==> src/rtl/tmk_pkg.sv <==
package tmk_pkg;
    localparam int unsigned REG_ADDR_W = 2;

    typedef enum logic [REG_ADDR_W-1:0] {
        SEL_PERIOD = 2'd0,
        SEL_SLEW   = 2'd1,
        SEL_CTRL   = 2'd2,
        SEL_DIV    = 2'd3
    } reg_sel_e;

    typedef enum logic {
        MODE_ONESHOT = 1'b0,
        MODE_EVERY_N = 1'b1
    } mark_mode_e;

    localparam int unsigned CTRL_ARM_BIT  = 0;
    localparam int unsigned CTRL_MODE_BIT = 1;
    localparam int unsigned CTRL_SLEW_BIT = 2;
endpackage

==> src/rtl/tmk_regs.sv <==
module tmk_regs
    import tmk_pkg::*;
#(
    parameter int unsigned DATA_W     = 16,
    parameter int unsigned PER_W      = 16,
    parameter int unsigned DIV_W      = 16,
    parameter int unsigned DEF_PERIOD = 10
) (
    input  logic                  clk,
    input  logic                  rst,
    input  logic                  wr_en,
    input  logic [REG_ADDR_W-1:0] wr_addr,
    input  logic [DATA_W-1:0]     wr_data,
    input  logic [REG_ADDR_W-1:0] rd_addr,
    output logic [DATA_W-1:0]     rd_data,
    input  logic                  arm,
    input  logic                  slew_busy,
    output logic [PER_W-1:0]      period,
    output logic [PER_W-1:0]      slew_period,
    output logic                  slew_req,
    output mark_mode_e            mode,
    output logic [DIV_W-1:0]      div_n,
    output logic                  arm_wr,
    output logic                  arm_wr_val
);
    localparam logic [PER_W-1:0] RST_PERIOD = PER_W'(DEF_PERIOD);

    reg_sel_e wsel;
    reg_sel_e rsel;

    always_comb begin
        wsel       = reg_sel_e'(wr_addr);
        rsel       = reg_sel_e'(rd_addr);
        slew_req   = wr_en && (wsel == SEL_SLEW);
        arm_wr     = wr_en && (wsel == SEL_CTRL);
        arm_wr_val = wr_data[CTRL_ARM_BIT];
    end

    always_ff @(posedge clk) begin
        if (rst) begin
            period      <= RST_PERIOD;
            slew_period <= RST_PERIOD;
            mode        <= MODE_ONESHOT;
            div_n       <= '0;
        end else if (wr_en) begin
            case (wsel)
                SEL_PERIOD: period      <= wr_data[PER_W-1:0];
                SEL_SLEW:   slew_period <= wr_data[PER_W-1:0];
                SEL_CTRL:   mode        <= mark_mode_e'(wr_data[CTRL_MODE_BIT]);
                SEL_DIV:    div_n       <= wr_data[DIV_W-1:0];
                default:    ;
            endcase
        end
    end

    always_comb begin
        rd_data = '0;
        case (rsel)
            SEL_PERIOD: rd_data = DATA_W'(period);
            SEL_SLEW:   rd_data = DATA_W'(slew_period);
            SEL_CTRL: begin
                rd_data[CTRL_ARM_BIT]  = arm;
                rd_data[CTRL_MODE_BIT] = mode;
                rd_data[CTRL_SLEW_BIT] = slew_busy;
            end
            SEL_DIV:    rd_data = DATA_W'(div_n);
            default:    rd_data = '0;
        endcase
    end
endmodule

==> src/rtl/tmk_tic_gen.sv <==
module tmk_tic_gen #(
    parameter int unsigned PER_W = 16
) (
    input  logic             clk,
    input  logic             rst,
    input  logic [PER_W-1:0] period,
    input  logic [PER_W-1:0] slew_period,
    input  logic             slew_req,
    output logic             tic,
    output logic             slew_busy
);
    logic [PER_W-1:0] cnt;
    logic [PER_W-1:0] lim_raw;
    logic [PER_W-1:0] lim;
    logic             slew_pend;
    logic             slew_act;

    always_comb begin
        lim_raw   = slew_act ? slew_period : period;
        lim       = (lim_raw == '0) ? PER_W'(1) : lim_raw;
        tic       = (cnt >= (lim - PER_W'(1)));
        slew_busy = slew_pend || slew_act;
    end

    always_ff @(posedge clk) begin
        if (rst) begin
            cnt       <= '0;
            slew_pend <= 1'b0;
            slew_act  <= 1'b0;
        end else begin
            cnt <= tic ? '0 : cnt + PER_W'(1);
            if (tic) begin
                slew_act <= slew_pend;
            end
            if (slew_req) begin
                slew_pend <= 1'b1;
            end else if (tic) begin
                slew_pend <= 1'b0;
            end
        end
    end

    // a slewed interval can only begin right after a tick
    a_r2_slew_starts_on_tic: assert property (@(posedge clk) disable iff (rst)
        $rose(slew_act) |-> $past(tic));

    // with nothing queued, a slewed interval lasts one interval only
    a_r2_slew_one_interval: assert property (@(posedge clk) disable iff (rst)
        (tic && slew_act && !slew_pend) |=> !slew_act);
endmodule

==> src/rtl/tmk_mark_gen.sv <==
module tmk_mark_gen
    import tmk_pkg::*;
#(
    parameter int unsigned DIV_W    = 16,
    parameter int unsigned MARK_LEN = 1
) (
    input  logic             clk,
    input  logic             rst,
    input  logic             tic,
    input  mark_mode_e       mode,
    input  logic [DIV_W-1:0] div_n,
    input  logic             arm_wr,
    input  logic             arm_wr_val,
    output logic             arm,
    output logic             mark
);
    logic [DIV_W-1:0] div_cnt;
    logic             every_n;
    logic             div_live;
    logic             per_due;
    logic             shot_due;
    logic             busy;
    logic             fire;

    always_comb begin
        every_n  = (mode == MODE_EVERY_N);
        div_live = every_n && (div_n != '0);
        per_due  = div_live && tic && (div_cnt >= (div_n - DIV_W'(1)));
        shot_due = !every_n && tic && arm;
        fire     = (per_due || shot_due) && !busy;
        mark     = fire || busy;
    end

    always_ff @(posedge clk) begin
        if (rst) begin
            div_cnt <= '0;
        end else if (!div_live) begin
            div_cnt <= '0;
        end else if (tic) begin
            div_cnt <= per_due ? '0 : div_cnt + DIV_W'(1);
        end
    end

    always_ff @(posedge clk) begin
        if (rst) begin
            arm <= 1'b0;
        end else if (arm_wr) begin
            arm <= arm_wr_val;
        end else if (shot_due && !busy) begin
            arm <= 1'b0;
        end
    end

    generate
        if (MARK_LEN <= 1) begin : g_short
            assign busy = 1'b0;
        end else begin : g_hold
            localparam int unsigned HOLD_W = $clog2(MARK_LEN);
            logic [HOLD_W-1:0] hold_q;

            always_ff @(posedge clk) begin
                if (rst) begin
                    hold_q <= '0;
                end else if (fire) begin
                    hold_q <= HOLD_W'(MARK_LEN - 1);
                end else if (hold_q != '0) begin
                    hold_q <= hold_q - HOLD_W'(1);
                end
            end
            assign busy = (hold_q != '0);

            // while held, the hold only counts down and is never reloaded
            a_r9_no_retrigger: assert property (@(posedge clk) disable iff (rst)
                busy |=> (hold_q == $past(hold_q) - HOLD_W'(1)));
        end
    endgenerate

    // marker edges are locked to ticks
    a_r4_rise_on_tic: assert property (@(posedge clk) disable iff (rst)
        $rose(mark) |-> tic);

    // a fired single-shot clears the arm bit
    a_r5_arm_clears: assert property (@(posedge clk) disable iff (rst)
        (tic && arm && !every_n && !busy && !arm_wr) |=> !arm);

    // zero divide count keeps the marker silent
    a_r8_zero_div_quiet: assert property (@(posedge clk) disable iff (rst)
        (every_n && (div_n == '0) && !busy) |-> !mark);
endmodule

==> src/rtl/tmk_timemark.sv <==
module tmk_timemark
    import tmk_pkg::*;
#(
    parameter int unsigned DATA_W     = 16,
    parameter int unsigned PER_W      = 16,
    parameter int unsigned DIV_W      = 16,
    parameter int unsigned DEF_PERIOD = 10,
    parameter int unsigned MARK_LEN   = 1
) (
    input  logic              clk,
    input  logic              rst,
    input  logic              wr_en,
    input  logic [1:0]        wr_addr,
    input  logic [DATA_W-1:0] wr_data,
    input  logic [1:0]        rd_addr,
    output logic [DATA_W-1:0] rd_data,
    output logic              tic,
    output logic              tmark
);
    logic [PER_W-1:0] period;
    logic [PER_W-1:0] slew_period;
    logic             slew_req;
    logic             slew_busy;
    mark_mode_e       mode;
    logic [DIV_W-1:0] div_n;
    logic             arm_wr;
    logic             arm_wr_val;
    logic             arm;

    tmk_regs #(
        .DATA_W    (DATA_W),
        .PER_W     (PER_W),
        .DIV_W     (DIV_W),
        .DEF_PERIOD(DEF_PERIOD)
    ) u_regs (
        .clk        (clk),
        .rst        (rst),
        .wr_en      (wr_en),
        .wr_addr    (wr_addr),
        .wr_data    (wr_data),
        .rd_addr    (rd_addr),
        .rd_data    (rd_data),
        .arm        (arm),
        .slew_busy  (slew_busy),
        .period     (period),
        .slew_period(slew_period),
        .slew_req   (slew_req),
        .mode       (mode),
        .div_n      (div_n),
        .arm_wr     (arm_wr),
        .arm_wr_val (arm_wr_val)
    );

    tmk_tic_gen #(
        .PER_W(PER_W)
    ) u_tic (
        .clk        (clk),
        .rst        (rst),
        .period     (period),
        .slew_period(slew_period),
        .slew_req   (slew_req),
        .tic        (tic),
        .slew_busy  (slew_busy)
    );

    tmk_mark_gen #(
        .DIV_W   (DIV_W),
        .MARK_LEN(MARK_LEN)
    ) u_mark (
        .clk       (clk),
        .rst       (rst),
        .tic       (tic),
        .mode      (mode),
        .div_n     (div_n),
        .arm_wr    (arm_wr),
        .arm_wr_val(arm_wr_val),
        .arm       (arm),
        .mark      (tmark)
    );
endmodule

==> config.mk <==
export PLATFORM = sky130hd
export DESIGN_NAME = tmk_timemark
export DESIGN_NICKNAME = d
export VERILOG_FILES = /design/src/rtl/tmk_pkg.sv /design/src/rtl/tmk_regs.sv /design/src/rtl/tmk_tic_gen.sv /design/src/rtl/tmk_mark_gen.sv /design/src/rtl/tmk_timemark.sv
export SDC_FILE = /design/constraint.sdc
export NUM_CORES = 1
export LEC_CHECK = 0
export ABC_AREA = 1
export BUFFER_PORTS_ARGS = -buffer_cell sky130_fd_sc_hd__buf_4
export CORE_MARGIN = 3
export CORE_UTILIZATION = 57
export DETAILED_ROUTE_END_ITERATION = 12
export PLACE_DENSITY = 0.76
export SLEW_MARGIN = 20
export SYNTH_ARGS = -nofsm -noshare
export SYNTH_HDL_FRONTEND = slang
export SYNTH_HIERARCHICAL = 1
export SYNTH_SLANG_ARGS = --single-unit
==> constraint.sdc <==
create_clock -name clk -period 5.15 [get_ports clk]
set_input_delay 1.2875 -clock clk [delete_from_list [all_inputs] [get_ports clk]]
set_output_delay 1.2875 -clock clk [all_outputs]
set_load 0.1 [all_outputs]
==> summary.md <==
| Metric | Value |
|---|---|
| DRT Pass-1 Iters | `6` |
| Chip Width | `108 um` |
| CP max stage delay | `0.43 ns` |
| Cell area power density | `250 mW/mm2` |
| Max IR drop VDD | `0.220 mV` |
| Leak | `~3.2 nW` |
| Final period utilization | `0.965` |
| FF/Latch Area | `0.00169 mm2` |
| Initial antenna violation count | `0` |
| Worst r2r src | `u_tic/slew_act` |
| Iter 0 DRT Violations | `518` |
| Reg2reg end | `u_mark/div_cnt[13]` |
| Most common cell in the synthesized netlist | `nand2_1` |
| Top Layer Used | `met4` |
| CTS tree | `yes` |
| Fmax | `slightly above 200 MHz` |
| Ys async rst share | `0` |
| WL/cell | `13.8 um` |
| Max_cap viols | `0` |
| EDFF count, synth | `0` |
| Clock Skews | `about 0.016 ns` |
| DRC Markers | `0` |
| Detailed route wirelength on metal2 | `6570 um` |
| Run status | `complete, no violations` |
| Port Buf Inserts | `40` |
| Number of distinct library cells after synthesis | `34` |
| ANT cells | `0` |
| CP endpoint kind | `output port` |
| Synthesized area | `~0.006 mm2` |
| Critical Path Sink | `tmark` |
| Rows | `36` |
| Slew @ Worst Pin | `0.859 ns` |
| I/O Pins | `around 40` |
| Reg2reg setup slack | `1.25 ns` |
| Final Power | `1.63 mW` |
| CTS Buf Count | `9` |
| Worst-path cell with the longest stage delay | `dfxtp_4` |
| Worst Path Required | `3.86 ns` |
| M1 WL | `6940 um` |
| WP data arrival | `around 3.7 ns` |
| Layout area overhead | `10.4%` |
| Die H | `108 um` |
| Ratio of cells with drive above 1 in the final layout | `0.147` |
| Inst Count DP | `between 1000 and 1500` |
| Clock Tree Buf Depth | `2` |
| Syn Area/Cell | `6.52 um2` |
| Worst skew pair latency | `0.38 ns` |
| Placer congestion estimate | `between 0.9 and 1` |
| Fill count | `953` |
| Syn Inst Count | `about 900` |
| Worst hold margin | `0.465 ns` |
| Pin count of the biggest net entering global routing | `50` |
| Final hold violations | `0` |
| Startpoint types | `flip-flop` |
| Synth area leader | `dfxtp_1` |
| Final Max Tran Viols | `0` |
| Overall global routing resource usage | `0.263` |
| Vias per cell | `5.21` |
| Post-synthesis register bit count | `84` |
| Vias in the first global route | `roughly 4800` |
| Min Clock Period, post-route | `approximately 5 ns` |
| Util after Layout | `0.656` |
| CP cell instances | `buf_12 -> nand2_1 -> nand2_1 -> nor2_1 -> nand2_1 -> nor2_4 -> a21oi_4 -> ha_4 -> nand2_2 -> nor2_2 -> nand4_1 -> xor2_1 -> ha_1 -> nand2_1 -> nor3_2 -> nand2_1 -> nand3_2 -> inv_2 -> nor2_2 -> nand2_4 -> nand2_2 -> buf_12` |
| Syn nets | `962` |
| Clock-pin slew on the worst setup and hold paths | `0.09 ns` |
| Maximum net fanout on the critical path | `12` |
| Metal3 WL | `1060 um` |
| H-tree depth | `3` |
| Reg2reg path depth | `24` |
| Final ANT Viol Nets | `0` |
| Via Count | `5574` |
| Synth cell count leaders | `nand2_1 (247), nor2_1 (138), inv_1 (118)` |
| First-pass GRT wire length | `24000 um` |
| Core area | `just under 0.01 mm2` |
| Layout Cells excl Fill | `1069` |
| Most used cell, CP | `nand2_1` |
| Grt total ovfl | `0` |
| Synth warn | `6` |
| CTS root buf | `clkbuf_8` |
| Final Setup Violations | `0` |
| Critical Path Start | `u_tic/slew_act` |
| Routed WL | `14800 um` |
| Starting Density | `0.594` |
| Setup TNS | `0 ns` |
| Post-synth top area share | `0.285` |
| Die area | `~0.012 mm2` |
| Sequential element share of the synthesized area | `0.285` |
| Clock sinks | `84` |
| Primary FF master, synth | `dfxtp_1` |
| WS Path Type | `flip-flop to output port` |
| Layout Nets | `990` |
| Area of the multi-input gates | `around 0.0036 mm2` |
| DP Wirelength | `10900 um` |
| Slew HR | `0.426` |
| Worst hold path class | `flip-flop to flip-flop` |
| Top post-synthesis cells by area | `dfxtp_1 (29%), nand2_1 (16%), nor2_1 (8.8%)` |
## placed cells by master, fill, tap and decap left out, drive strengths merged
cell type / n
a21o: 1
a21oi: 32
buf: 46
clkbuf: 11
clkinvlp: 1
dfxtp: 84
ha: 36
inv: 127
nand2: 271
nand3: 60
nand3b: 1
nand4: 21
nor2: 165
nor3: 13
nor3b: 1
nor4: 1
o211ai: 13
o21ai: 7
or2: 3
xnor2: 12
xor2: 30
## state kept, by name, indices dropped and copies added, names as in the netlist
name,flops
u_regs/slew_period,16
u_regs/div_n,16
u_regs/mode,1
u_tic/slew_pend,1
u_mark/div_cnt,16
u_mark/arm,1
u_tic/slew_act,1
u_tic/cnt,16
u_regs/period,16
## metrics by stage
step / setup slack [ns] / instance area [um2]
2_1_floorplan: 0.0630 / 5900
3_3_place_gp: 0.311 / 6230
3_5_place_dp: 0.264 / 6230
4_1_cts: 0.0117 / 6420
5_1_grt: -0.0146 / 6500
6_report: 0.183 / 6500
## power by group
group	switching (mW)	leakage, nW	internal, mW	total (mW)
registers	0.0315	0.685	0.675	0.707
logic	0.308	2.43	0.147	0.455
clock network	0.270	0.0914	0.196	0.466
total	0.609	3.20	1.02	1.63
## metal layers
layer	up-vias	track usage
met5	-	0
met4	0	0.0775
met3	15	0.0510
met2	191	0.398
met1	2506	0.379
li1	2862	-
## area by class of cell
class                   count  share of cell area
repair buffers             46              0.0569
inverters                 123              0.0721
well taps                 133              0.0256
clock inverters             5             0.00654
clock buffers              11              0.0217
multi-input cells         667               0.558
flip-flops and latches     84               0.259
## logic make-up (layout without fill, tap and decap cells)
group / after synthesis / in the layout / synth area share
buffers and inverters: 152 / 185 / 0.109
AOI/OAI and AO/OA: 53 / 53 / 0.0516
and+or+nand+nor: 536 / 536 / 0.415
adders and majority gates: 36 / 36 / 0.0765
DFF: 84 / 84 / 0.285
xor gates and xnor gates: 42 / 42 / 0.0624
## repair_timing
action,4_1_cts,5_1_grt
hold buffers,0,0
endpoints found under the setup margin,1,2
gates resized for setup,4,13
pin swaps,0,2
setup buffers,0,3
## worst max-delay path, delay by kind of cell (launching register included)
family	cells	cell delay [ns]
DFF	1	0.43
AOI/OAI and AO/OA	1	0.17
and+or+nand+nor	15	1.67
xor gates and xnor gates	1	0.17
adders and majority gates	2	0.45
buffers and inverters	3	0.39
## worst min-delay path by stage
stage	end	slack (ns)	startpoint	cells past startpoint
finish	u_tic/cnt[0]	0.46	u_tic/cnt[0]	1
CTS	u_tic/cnt[0]	0.48	u_tic/cnt[0]	1
global placement	u_tic/cnt[0]	0.45	u_tic/cnt[0]	1
global route	u_tic/cnt[0]	0.52	u_tic/cnt[0]	1
floorplan	u_tic/cnt[0]	0.43	u_tic/cnt[0]	1
detailed placement	u_tic/cnt[0]	0.45	u_tic/cnt[0]	1
No activity file was read; power rests on OpenSTA's default activity.
